<file path="src/rtl/bus_strobe_pkg.sv">
package bus_strobe_pkg;

  // Qualifiers captured once per machine cycle.
  typedef struct packed {
    logic fetch;    // external code fetch
    logic data;     // external data access
    logic movc;     // table read from code space
    logic ext;      // external execution mode
    logic ale_off;  // software ALE silencing bit
  } cyc_flags_t;

  localparam cyc_flags_t FLAGS_CLEAR = '0;

endpackage

</file>
<file path="src/rtl/bus_phase_ctr.sv">
module bus_phase_ctr #(
  parameter int CYCLE_CLKS = 12,
  localparam int PH_W = $clog2(CYCLE_CLKS)
) (
  input  logic            clk_i,
  input  logic            rst_ni,
  output logic [PH_W-1:0] phase_q_o,
  output logic [PH_W-1:0] phase_d_o,
  output logic            last_o
);

  localparam logic [PH_W-1:0] LAST_PH = PH_W'(CYCLE_CLKS - 1);

  logic [PH_W-1:0] phase_q;
  logic [PH_W-1:0] phase_d;
  logic            last;

  always_comb begin
    last    = (phase_q == LAST_PH);
    phase_d = last ? '0 : phase_q + PH_W'(1);
  end

  always_ff @(posedge clk_i or negedge rst_ni) begin
    if (!rst_ni) phase_q <= '0;
    else         phase_q <= phase_d;
  end

  assign phase_q_o = phase_q;
  assign phase_d_o = phase_d;
  assign last_o    = last;


  phase_wrap_chk: assert property (@(posedge clk_i) disable iff (!rst_ni)
    (phase_q == LAST_PH) |=> (phase_q == '0));


  phase_step_chk: assert property (@(posedge clk_i) disable iff (!rst_ni)
    (phase_q != LAST_PH) |=> (phase_q == $past(phase_q) + PH_W'(1)));

endmodule

</file>
<file path="src/rtl/bus_cyc_latch.sv">
module bus_cyc_latch
  import bus_strobe_pkg::*;
(
  input  logic       clk_i,
  input  logic       rst_ni,
  input  logic       load_i,
  input  cyc_flags_t flags_i,
  output cyc_flags_t flags_q_o,
  output cyc_flags_t flags_d_o
);

  cyc_flags_t flags_q;
  cyc_flags_t flags_d;

  always_comb begin
    flags_d = flags_q;
    if (load_i) flags_d = flags_i;
  end

  always_ff @(posedge clk_i or negedge rst_ni) begin
    if (!rst_ni) flags_q <= FLAGS_CLEAR;
    else         flags_q <= flags_d;
  end

  assign flags_q_o = flags_q;
  assign flags_d_o = flags_d;


  flags_hold_chk: assert property (@(posedge clk_i) disable iff (!rst_ni)
    !load_i |=> $stable(flags_q));

endmodule

</file>
<file path="src/rtl/bus_strobe_dec.sv">
module bus_strobe_dec
  import bus_strobe_pkg::*;
#(
  parameter int CYCLE_CLKS  = 12,
  parameter int ALE_WIDTH   = 2,
  parameter int PSEN_OFFSET = 3,
  parameter int PSEN_WIDTH  = 3,
  parameter bit SKIP_LATE   = 1'b1,
  localparam int PH_W = $clog2(CYCLE_CLKS)
) (
  input  logic            clk_i,
  input  logic            rst_ni,
  input  logic [PH_W-1:0] phase_d_i,
  input  cyc_flags_t      flags_d_i,
  output logic            ale_o,
  output logic            psen_no
);

  localparam int HALF     = CYCLE_CLKS / 2;
  localparam int PSEN_END = PSEN_OFFSET + PSEN_WIDTH;

  logic [PH_W-1:0] hpos;
  logic            late_half;
  logic            ale_win;
  logic            psen_win;
  logic            pulse_keep;
  logic            ale_gate;
  logic            ale_d;
  logic            psen_n_d;
  logic            ale_q;
  logic            psen_n_q;

  always_comb begin
    late_half = (phase_d_i >= PH_W'(HALF));
    hpos      = late_half ? phase_d_i - PH_W'(HALF) : phase_d_i;
    ale_win   = (hpos < PH_W'(ALE_WIDTH));
    psen_win  = (hpos >= PH_W'(PSEN_OFFSET)) && (hpos < PH_W'(PSEN_END));
  end

  // Which of the two address pulses a data cycle gives up.
  generate
    if (SKIP_LATE) begin : g_skip_late
      always_comb pulse_keep = !(flags_d_i.data && late_half);
    end else begin : g_skip_early
      always_comb pulse_keep = !(flags_d_i.data && !late_half);
    end
  endgenerate

  always_comb begin
    ale_gate = flags_d_i.ext || !flags_d_i.ale_off ||
               flags_d_i.data || flags_d_i.movc;
    ale_d    = ale_gate ? (ale_win && pulse_keep) : 1'b1;
    psen_n_d = !(flags_d_i.fetch && !flags_d_i.data && psen_win);
  end

  always_ff @(posedge clk_i or negedge rst_ni) begin
    if (!rst_ni) begin
      ale_q    <= 1'b1;
      psen_n_q <= 1'b1;
    end else begin
      ale_q    <= ale_d;
      psen_n_q <= psen_n_d;
    end
  end

  assign ale_o   = ale_q;
  assign psen_no = psen_n_q;

endmodule

</file>
<file path="src/rtl/bus_strobe_gen.sv">
module bus_strobe_gen
  import bus_strobe_pkg::*;
#(
  parameter int CYCLE_CLKS  = 12,
  parameter int ALE_WIDTH   = 2,
  parameter int PSEN_OFFSET = 3,
  parameter int PSEN_WIDTH  = 3,
  parameter bit SKIP_LATE   = 1'b1,
  localparam int PH_W = $clog2(CYCLE_CLKS)
) (
  input  logic            clk_i,
  input  logic            rst_ni,
  input  logic            prog_fetch_i,
  input  logic            data_acc_i,
  input  logic            movc_i,
  input  logic            ext_mode_i,
  input  logic            ale_off_i,
  output logic            ale_o,
  output logic            psen_no,
  output logic [PH_W-1:0] phase_o
);

  localparam int HALF = CYCLE_CLKS / 2;

  logic [PH_W-1:0] phase_q;
  logic [PH_W-1:0] phase_d;
  logic            cyc_last;
  cyc_flags_t      flags_in;
  cyc_flags_t      flags_q;
  cyc_flags_t      flags_d;

  always_comb begin
    flags_in.fetch   = prog_fetch_i;
    flags_in.data    = data_acc_i;
    flags_in.movc    = movc_i;
    flags_in.ext     = ext_mode_i;
    flags_in.ale_off = ale_off_i;
  end

  bus_phase_ctr #(
    .CYCLE_CLKS(CYCLE_CLKS)
  ) u_phase (
    .clk_i     (clk_i),
    .rst_ni    (rst_ni),
    .phase_q_o (phase_q),
    .phase_d_o (phase_d),
    .last_o    (cyc_last)
  );

  bus_cyc_latch u_latch (
    .clk_i     (clk_i),
    .rst_ni    (rst_ni),
    .load_i    (cyc_last),
    .flags_i   (flags_in),
    .flags_q_o (flags_q),
    .flags_d_o (flags_d)
  );

  bus_strobe_dec #(
    .CYCLE_CLKS (CYCLE_CLKS),
    .ALE_WIDTH  (ALE_WIDTH),
    .PSEN_OFFSET(PSEN_OFFSET),
    .PSEN_WIDTH (PSEN_WIDTH),
    .SKIP_LATE  (SKIP_LATE)
  ) u_dec (
    .clk_i     (clk_i),
    .rst_ni    (rst_ni),
    .phase_d_i (phase_d),
    .flags_d_i (flags_d),
    .ale_o     (ale_o),
    .psen_no   (psen_no)
  );

  assign phase_o = phase_q;


  data_no_psen_chk: assert property (@(posedge clk_i) disable iff (!rst_ni)
    flags_q.data |-> psen_no);


  psen_needs_fetch_chk: assert property (@(posedge clk_i) disable iff (!rst_ni)
    !psen_no |-> flags_q.fetch);


  data_late_ale_chk: assert property (@(posedge clk_i) disable iff (!rst_ni)
    (SKIP_LATE && flags_q.data && (phase_q >= PH_W'(HALF))) |-> !ale_o);


  ale_parked_chk: assert property (@(posedge clk_i) disable iff (!rst_ni)
    (flags_q.ale_off && !flags_q.ext && !flags_q.data && !flags_q.movc) |-> ale_o);


  ext_ale_low_chk: assert property (@(posedge clk_i) disable iff (!rst_ni)
    (flags_q.ext && (phase_q == PH_W'(ALE_WIDTH))) |-> !ale_o);

endmodule

</file>
<file path="config.mk">
export PLATFORM = sky130hd
export DESIGN_NAME = bus_strobe_gen
export DESIGN_NICKNAME = d
export VERILOG_FILES = /design/src/rtl/bus_strobe_pkg.sv /design/src/rtl/bus_phase_ctr.sv /design/src/rtl/bus_cyc_latch.sv /design/src/rtl/bus_strobe_dec.sv /design/src/rtl/bus_strobe_gen.sv
export SDC_FILE = /design/constraint.sdc
export NUM_CORES = 1
export LEC_CHECK = 0
export ABC_AREA = 1
export ABC_CLOCK_PERIOD_IN_PS = 5100
export BUFFER_PORTS_ARGS = -buffer_cell sky130_fd_sc_hd__buf_4
export CORE_AREA = 2 2 39 41
export DETAILED_ROUTE_END_ITERATION = 7
export DIE_AREA = 0 0 41 43
export GPL_TIMING_DRIVEN = 1
export PLACE_DENSITY_LB_ADDON = 0.12
export SYNTH_ARGS = -nofsm -noshare
export SYNTH_HDL_FRONTEND = slang
export SYNTH_SLANG_ARGS = --single-unit
export TNS_END_PERCENT = 10
</file>
<file path="constraint.sdc">
create_clock -name clk_i -period 5.1 [get_ports clk_i]
set_clock_uncertainty 0.2 [all_clocks]
set_input_delay 0.765 -clock clk_i [delete_from_list [all_inputs] [get_ports clk_i]]
set_output_delay 0.765 -clock clk_i [all_outputs]
set_load 0.01 [all_outputs]
</file>
==> impl_metrics.csv, run 1 <==
group,metric,value,unit
detailed_routing,wl_per_cell,11.44,um
logic_synthesis,synth_common_cells,"nand2_1 (22), inv_1 (13), dfrtp_1 (9)",
logic_synthesis,synth.cell_area,625.6,sq um
detailed_routing,drt_iter0_markers,15,
clocking,cts_sinks,11,
logic_synthesis,synth_xor_area_frac,0,
clocking,cts_tree,"built",
cells_and_area,drive_gt1_frac,0.2660,
die,core,1384,sq um
detailed_routing,firstDrtPassIters,4,
setup_path,worst_setup_path_start_kind,"flop",
run_status,outcome,"finished clean",
logic_synthesis,async_reset_ff_frac,1.000,
logic_synthesis,netlist_instances,79,
cells_and_area,fillers,129,
global_routing,antenna_found_initial,0,
sta,setup-violations-final,0,
global_routing,gr-total-overflow,0,
cells_and_area,syn_to_final_growth,20.00,%
logic_synthesis,synth_fa_ha_area_frac,0.06000,
power_and_ir_drop,pwr_density_cell,217.3,nW/um^2
logic_synthesis,yosysWarnings,0,
die,die-width,41,um
placed_design,post-dp-hpwl,901.3,um
detailed_routing,ant_nets,0,
clocking,path_clk_slew,70,ps
sta,min_period_over_period,0.4214,
logic_synthesis,synth.area.top_cells,"dfrtp_1 (36%), nand2_1 (13%), dfstp_2 (8.4%)",
placed_design,io_buffers,12,
logic_synthesis,syn_nets,89,
setup_path,critical_path_required,5110,ps
logic_synthesis,synth_edf_count,0,
sta,layout_min_cycle_time,2149,ps
die,rows,14,
cells_and_area,design_area,750.7,sq um
power_and_ir_drop,vdd_drop_max,0.0001229,V
logic_synthesis,ys_types,19,
global_routing,grt_util_all_layers,0.1702,
clocking,cts_buffer_depth,2,
sta,hold_ws,110.0,ps
sta,tns,0,ps
logic_synthesis,synth_compound_area_frac,0.05200,
logic_synthesis,synth.most_common_cell,"nand2_1",
detailed_routing,vias_per_cell,4.927,
clocking,holdBufCountCts,0,
detailed_routing,drt-total-wl,1258,um
logic_synthesis,synth_largest_area_cell,"dfrtp_1",
logic_synthesis,synth_top_family_by_area,"simple AND/OR/NAND/NOR gates",
clocking,post_cts_resized,0,
detailed_routing,vias,542,
logic_synthesis,syn_area_per_cell,7.919,sq um
setup_path,path_max_fanout,11,
cells_and_area,nets,105,
setup_path,path_class,"reg2reg",
die,die_y,43,um
hold_path,hold_class,"in2async",
logic_synthesis,synthSimpleGateAreaFrac,0.3320,
logic_synthesis,synth_seq_area_share,0.4440,
placed_design,place.gp.congestion,0.7889,
logic_synthesis,synth_mux_area_frac,0,
clocking,root_buffer,"clkbuf_4",
sta,rsz0062_at_grt,"no",
sta,worst_pin_slew,311.9,ps
global_routing,grt_pass1_wl,1918,um
die,pin_count,13,
flow_run,drv_cap,0,
power_and_ir_drop,power.total,163.1,uW
die,die_area,1763,sq um
sta,hold_violations,0,
logic_synthesis,synth_seq_cells,11,
power_and_ir_drop,p_leak,0.0004068,uW
logic_synthesis,synth_top_area_frac,0.3600,
setup_path,cp_data_arrival_time,2160,ps
clocking,post_cts_buffers,0,
die,initial_utilization,0.4521,
logic_synthesis,synth_ff_type,"dfrtp_1",
setup_path,cp-end-kind,"flop",
detailed_routing,drcViolationCount,0,
sta,slew_headroom,0.7918,
sta,slew_violations,0,
cells_and_area,antenna_cells,0,
global_routing,grt_max_degree,12,
sta,fmax,0.4653,GHz
placed_design,placed_cell_area,724.4,sq um
clocking,insertion_delay,280,ps
global_routing,first_global_vias,457,
clocking,htreeDepth,1,
clocking,cts_made_buffers,3,
==> state kept, by name (all words and copies together) (netlist names) <==
signal / flops
u_dec.psen_no: 1
u_phase.phase_q_o: 4
u_dec.ale_o: 1
u_latch.flags_q_o: 5
==> stage by stage <==
step,std cells,utilization,setup WS (ps)
2_1_floorplan,79,-,3243
3_3_place_gp,106,0.5235,3045
3_5_place_dp,106,0.5235,2987
4_1_cts,110,0.5425,2962
5_1_grt,110,0.5425,2766
6_report,110,0.5425,2951
==> logic make-up after synthesis <==
group | after synthesis
flip-flops | 11
AND/OR/NAND/NOR | 44
adder cells (fa/ha/maj) | 3
AO/OA/AOI/OAI | 5
buffers and inverters | 16
==> power breakdown <==
part           internal (uW)  switching [uW]  leakage (uW)
Clock                   30.4            32.0     0.0000150
Sequential              89.2           0.563      0.000131
Combinational           5.26            5.71      0.000261
Total                    125            38.2      0.000407
==> final cells by class <==
type	count	area (sq um)	area share
timing repair buffer	12	90.09	0.1200
multi-input combinational	52	277.8	0.3700
inverter	15	58.81	0.07833
tap	16	20.02	0.02667
sequential	11	277.8	0.3700
clock buffer	4	26.28	0.03500
==> critical path, cell delays in order, from the launching register on <==
cell and delay, ps:
dfrtp_1 460, ha_1 260, nand3_2 290, nand2_1 190
inv_1 80, ha_1 180, inv_1 70, a21oi_1 40
nor2_1 90, nand2_1 60, nor2_1 80, nand2_1 60
==> per-layer routing <==
metal / vias to the layer above / track usage / share of wire
met5: - / 0 / 0
met2: 11 / 0.2281 / 0.45
li1: 277 / - / -
met1: 250 / 0.2264 / 0.48
met3: 4 / 0.04712 / 0.046
met4: 0 / 0.1200 / 0.017
==> placed cells by master (no fill, tap or decap), types with 2 or more instances in the layout <==
| cell | synthesis | layout |
|---|---|---|
| inv_1 | 13 | 13 |
| nor2_1 | 5 | 5 |
| o21ai_2 | 2 | 2 |
| nand3_1 | 8 | 8 |
| ha_1 | 3 | 3 |
| dfrtp_1 | 9 | 9 |
| buf_4 | 0 | 12 |
| nand2_1 | 22 | 22 |
| dfstp_2 | 2 | 2 |
| nand4_1 | 3 | 3 |
| clkbuf_4 | 0 | 3 |
| o21ai_0 | 2 | 2 |
| nand2_2 | 2 | 2 |
==> final timing paths <==
| check | startpoint | end | slack (ps) | cells past startpoint |
|---|---|---|---|---|
| worst max register to register | u_phase.phase_q_o[0] | u_dec.psen_no | 2950 | 11 |
| worst min register to register | u_latch.flags_q_o[4] | u_latch.flags_q_o[4] | 280 | 2 |
| worst min-delay path | rst_ni | u_latch.flags_q_o[3] | 110 | 1 |
| max in group asynchronous | rst_ni | u_dec.psen_no | 4360 | 1 |
| min in group clk_i | u_latch.flags_q_o[4] | u_latch.flags_q_o[4] | 280 | 2 |
| worst max-delay path | u_phase.phase_q_o[0] | u_dec.psen_no | 2950 | 11 |
Note: power is estimated with default switching activity, not from simulation.
==> inputs of run 2 (changes only) <==
--- a/config.mk
+++ b/config.mk
@@ -6,7 +6,7 @@
 export NUM_CORES = 1
 export LEC_CHECK = 0
 export ABC_AREA = 1
-export ABC_CLOCK_PERIOD_IN_PS = 5100
+export ABC_CLOCK_PERIOD_IN_PS = 2000
 export BUFFER_PORTS_ARGS = -buffer_cell sky130_fd_sc_hd__buf_4
 export CORE_AREA = 2 2 39 41
 export DETAILED_ROUTE_END_ITERATION = 7
==> constraint.sdc (replaced) <==
create_clock -name clk_i -period 2 [get_ports clk_i]
set_clock_uncertainty 0.2 [all_clocks]
set_input_delay 0.3 -clock clk_i [delete_from_list [all_inputs] [get_ports clk_i]]
set_output_delay 0.3 -clock clk_i [all_outputs]
set_load 0.01 [all_outputs]
==> impl_metrics.csv, run 2 (same netlist as run 1, synthesis figures left out) <==
group,metric,value,unit
die,core,1384,sq um
sta,worst_slack,180.5,ps
run_status,outcome,"finished clean",
detailed_routing,drt-total-wl,1104,um
hold_path,holdPathStages,3,
global_routing,grt_util_all_layers,0.1558,
die,rows,14,
setup_path,critPathBufInv,2,
sta,setup-violations-final,0,
die,die-width,41,um
placed_design,placed_cell_area,739.5,sq um
clocking,cts_buffer_depth,2,
cells_and_area,drive_gt1_frac,0.3232,
detailed_routing,vias_per_cell,4.678,
global_routing,first_global_vias,466,
cells_and_area,fillers,129,
flow_run,drv_cap,0,
power_and_ir_drop,pwr_density_cell,514.8,nW/um^2
clocking,cts_made_buffers,3,
detailed_routing,drt_iter0_markers,11,
cells_and_area,design_area,795.8,sq um
sta,hold_ws,55.25,ps
cells_and_area,layout_common_cells,"nand2_1 (22), buf_4 (16), inv_1 (13), nand3_1 (8), dfrtp_1 (7)",
placed_design,io_buffers,12,
die,die_y,43,um
setup_path,cp_data_arrival_time,1830,ps
clocking,cts_tree,"built",
power_and_ir_drop,p_leak,0.0004258,uW
cells_and_area,nets,110,
sta,slew_violations,0,
cells_and_area,postLayoutCoreUtil,0.5750,
setup_path,crit_slowest_cell,"dfrtp_2",
global_routing,grt_pass1_wl,1842,um
cells_and_area,layout_commonest_cell,"nand2_1",
setup_path,path_common_cell,"nand2_1",
sta,worst_pin_slew,234.2,ps
setup_path,startpoint,"u_phase.phase_q_o[0]",
detailed_routing,wl_per_cell,9.600,um
hold_path,hold_class,"in2reg",
setup_path,worst_setup_path_start_kind,"flop",
clocking,cts_sinks,11,
die,pin_count,13,
setup_path,path_class,"reg2reg",
global_routing,antenna_found_initial,0,
sta,min_period_over_period,0.9097,
detailed_routing,drcViolationCount,0,
setup_path,crit_chain,"buf_4 -> ha_1 -> buf_4 -> nand2_1 -> nand3_1 -> nand2_1 -> nand2_1 -> nand2_1 -> nand3_1 -> nand2_1",
sta,layout_min_cycle_time,1819,ps
detailed_routing,firstDrtPassIters,4,
die,initial_utilization,0.4521,
cells_and_area,antenna_cells,0,
cells_and_area,syn_to_final_growth,27.20,%
sta,tns,0,ps
setup_path,rrSetupSlack,180,ps
global_routing,grt_max_degree,12,
sta,slew_headroom,0.8422,
clocking,insertion_delay,270,ps
setup_path,cp.depth,10,
setup_path,worstReg2RegEnd,"u_dec.ale_o",
clocking,path_clk_slew,70,ps
clocking,htreeDepth,1,
setup_path,r2r_cells,10,
global_routing,gr-total-overflow,0,
setup_path,critical_path_required,2010,ps
setup_path,path_max_fanout,5,
power_and_ir_drop,vdd_drop_max,0.0003454,V
placed_design,place_ws,124.3,ps
setup_path,cp-end-kind,"flop",
setup_path,crit_end,"u_dec.ale_o",
setup_path,max_stage_delay,420,ps
setup_path,r2r_start,"u_phase.phase_q_o[0]",
placed_design,post-dp-hpwl,828.4,um
placed_design,place.gp.congestion,0.7920,
sta,hold_violations,0,
sta,rsz0062_at_grt,"no",
cells_and_area,largest_reg_flops,5,
die,die_area,1763,sq um
clocking,root_buffer,"clkbuf_4",
sta,fmax,0.5496,GHz
detailed_routing,ant_nets,0,
detailed_routing,vias,538,
setup_path,crit_family,"simple AND/OR/NAND/NOR gates",
## run 2: cell types whose count changed in the layout (fill, tap and decap cells not counted), sizes merged
cell         change
dlygate4sd3      +1
buf              +4
## run 2: how the worst min path moves through the flow
stage,end,slack [ps],startpoint
floorplan,u_latch.flags_q_o[0],-200,rst_ni
global placement,u_latch.flags_q_o[4],-60,rst_ni
detailed placement,u_phase.phase_q_o[3],-60,rst_ni
CTS,u_latch.flags_q_o[2],50,movc_i
global route,u_latch.flags_q_o[2],70,movc_i
finish,u_latch.flags_q_o[2],60,movc_i
## run 2: metrics by stage
| step | power [uW] | std cells |
|---|---|---|
| 3_3_place_gp | 260.9 | 108 |
| 3_5_place_dp | 261.6 | 108 |
| 4_1_cts | 415.1 | 113 |
| 6_report | 409.6 | 115 |
| 5_1_grt | 427.2 | 115 |
| 2_1_floorplan | 245.5 | 79 |
## run 2: timing repair
item                                    in CTS  in global routing
hold buffers                                 1                  0
endpoints found under the hold margin       11                  0
endpoints found under the setup margin       0                  1
setup buffers                                0                  2
resized for setup                            0                  3
## run 2: where the power goes
part | leakage (uW) | total [uW] | internal [uW] | switching (uW)
clock network | 0.0000150 | 152 | 77.1 | 74.5
registers | 0.000129 | 229 | 228 | 1.42
logic | 0.000282 | 29.0 | 14.7 | 14.3
total | 0.000426 | 410 | 319 | 90.2
## run 2: final cells by class
type                    instances  area [sq um]  share of cell area
clock buffers                   4         26.28             0.03302
inverters                      15         58.81             0.07390
multi-input cells              52         280.3              0.3522
flip-flops and latches         11         280.3              0.3522
well taps                      16         20.02             0.02516
repair buffers                 17         130.1              0.1635
## run 2: metal layers
layer	up-vias	GRT usage	share of wire
met5	-	0	0
met4	0	0.08000	0
met1	248	0.2256	0.49
met2	5	0.2125	0.47
li1	285	-	-
met3	0	0.03141	0.036
## run 2: tightest hold or removal path: stages
cell,delay [ps]
buf_4,80
o21ai_2,60
inv_1,50
==> inputs of run 3 (changes only) <==
--- a/config.mk
+++ b/config.mk
@@ -6,11 +6,11 @@
 export NUM_CORES = 1
 export LEC_CHECK = 0
 export ABC_AREA = 1
-export ABC_CLOCK_PERIOD_IN_PS = 2000
+export ABC_CLOCK_PERIOD_IN_PS = 1500
 export BUFFER_PORTS_ARGS = -buffer_cell sky130_fd_sc_hd__buf_4
-export CORE_AREA = 2 2 39 41
+export CORE_MARGIN = 1.5
+export CORE_UTILIZATION = 46
 export DETAILED_ROUTE_END_ITERATION = 7
-export DIE_AREA = 0 0 41 43
 export GPL_TIMING_DRIVEN = 1
 export PLACE_DENSITY_LB_ADDON = 0.12
 export SYNTH_ARGS = -nofsm -noshare
==> constraint.sdc (replaced) <==
create_clock -name clk_i -period 1.5 [get_ports clk_i]
set_clock_uncertainty 0.2 [all_clocks]
set_input_delay 0.225 -clock clk_i [delete_from_list [all_inputs] [get_ports clk_i]]
set_output_delay 0.225 -clock clk_i [all_outputs]
set_load 0.01 [all_outputs]
==> impl_metrics.csv, run 3 (same netlist as run 1, synthesis figures left out) <==
group,metric,value,unit
run_status,failed_checks,"negative setup slack",
detailed_routing,drt-total-wl,1577,um
setup_path,critical_path_required,1520,ps
global_routing,grt_pass1_wl,2290,um
clocking,cts_sinks,11,
cells_and_area,largest_reg_flops,5,
die,initial_utilization,0.4869,
global_routing,grt_util_all_layers,0.2367,
cells_and_area,layout_common_cells,"buf_4 (29), nand2_1 (18), inv_1 (10), nand3_1 (7), dfrtp_1 (7)",
hold_path,hold_class,"in2reg",
global_routing,grt_max_degree,12,
setup_path,path_max_fanout,4,
sta,worst_pin_slew,180.9,ps
global_routing,gr-total-overflow,0,
cells_and_area,syn_to_final_growth,57.80,%
clocking,insertion_delay,270,ps
placed_design,place.gp.congestion,0.8345,
cells_and_area,drive_gt1_frac,0.4828,
global_routing,antenna_found_initial,0,
cells_and_area,postLayoutCoreUtil,0.7683,
detailed_routing,vias_per_cell,4.878,
placed_design,io_buffers,12,
clocking,htreeDepth,1,
detailed_routing,drcViolationCount,0,
setup_path,max_stage_delay,450,ps
global_routing,first_global_vias,567,
cells_and_area,antenna_cells,0,
cells_and_area,final_cells,131,
clocking,cts_tree,"built",
die,die_area,1590,sq um
setup_path,r2r_cells,13,
die,die_y,39.88,um
sta,rsz0062_at_grt,"yes",
detailed_routing,firstDrtPassIters,4,
sta,slew_headroom,0.8786,
clocking,cts_buffer_depth,2,
setup_path,crit_chain,"ha_4 -> inv_2 -> nand2_2 -> nand2_4 -> nand2_2 -> inv_2 -> ha_4 -> inv_4 -> a21oi_2 -> nor2_1 -> nand2_1 -> nor2_1 -> nand2_1",
sta,tns,-724.8,ps
die,pin_count,13,
cells_and_area,design_area,987.2,sq um
detailed_routing,vias,639,
setup_path,crit_slowest_cell,"dfrtp_2",
clocking,root_buffer,"clkbuf_4",
flow_run,drv_cap,0,
placed_design,post-dp-hpwl,987,um
power_and_ir_drop,vdd_drop_max,0.0003231,V
cells_and_area,nets,127,
power_and_ir_drop,pwr_density_cell,572.4,nW/um^2
die,core,1285,sq um
sta,worst_slack,-222.2,ps
clocking,cts_made_buffers,3,
die,die-width,39.88,um
detailed_routing,drt_iter0_markers,6,
sta,layout_min_cycle_time,1722,ps
setup_path,path_class,"reg2reg",
placed_design,placed_cell_area,830.8,sq um
power_and_ir_drop,p_leak,0.0005153,uW
sta,setup-violations-final,5,
sta,hold_violations,0,
sta,min_period_over_period,1.148,
detailed_routing,ant_nets,0,
cells_and_area,fillers,93,
detailed_routing,wl_per_cell,12.04,um
placed_design,dp.cells,117,
setup_path,cp-end-kind,"flop",
die,rows,13,
sta,fmax,0.5807,GHz
cells_and_area,layout_commonest_cell,"buf_4",
setup_path,worst_setup_path_start_kind,"flop",
setup_path,cp_data_arrival_time,1740,ps
clocking,path_clk_slew,70,ps
run_status,outcome,"finished, violations left",
sta,slew_violations,0,
hold_path,holdPathStages,3,
[run 3: where the power goes]
group	internal, uW	switching (uW)
clock network	103	105
registers	303	1.87
logic	28.1	23.1
total	435	130
[run 3: critical path, delay by kind of cell, from the launching register on]
kind                       cells  cell delay, ps
adders and majority gates      2             340
buffers and inverters          3             180
AOI/OAI and AO/OA              1             110
DFF                            1             450
and+or+nand+nor                7             380
[run 3: metal layers]
metal	vias to the layer above	GRT usage	wire, um
met2	15	0.3669	784
met1	293	0.2596	664
met5	-	0	0
li1	323	-	-
met4	0	0.1983	78
met3	8	0.06818	49
[run 3: what timing repair did]
action / CTS / global route
setup endpoints to repair: 4 / 6
hold endpoints to repair: 13 / 1
pin swaps: 7 / 8
buffers inserted: 6 / 0
gates resized for setup: 7 / 9
gates cloned: 0 / 0
hold buffers: 3 / 1
[run 3: metrics by stage]
step | hold slack (ps) | power, uW | setup slack (ps)
floorplan | -270.6 | 327.4 | -205.3
global placement | -133.4 | 352.1 | -210.0
detailed placement | -132.2 | 353.5 | -235.4
CTS | 10.97 | 573.2 | -196.1
global route | 37.53 | 593.5 | -314.0
finish | 48.84 | 565.1 | -222.2
[run 3: worst paths after layout]
kind,end,slack (ps),from
setup / recovery,u_dec.psen_no,-220,u_phase.phase_q_o[0]
hold / removal,u_latch.flags_q_o[4],50,prog_fetch_i
setup reg to reg,u_dec.psen_no,-220,u_phase.phase_q_o[0]
hold reg to reg,u_latch.flags_q_o[1],280,u_latch.flags_q_o[1]
max in group asynchronous,u_dec.psen_no,750,rst_ni
min in group asynchronous,u_latch.flags_q_o[4],120,rst_ni
[run 3: layout make-up]
type / count / area [sq um] / share of cell area
inverter: 15 / 61.31 / 0.06210
timing repair buffer: 34 / 269.0 / 0.2725
clock buffer: 4 / 26.28 / 0.02662
sequential: 11 / 280.3 / 0.2839
multi-input combinational: 52 / 331.6 / 0.3359
tap: 15 / 18.77 / 0.01901
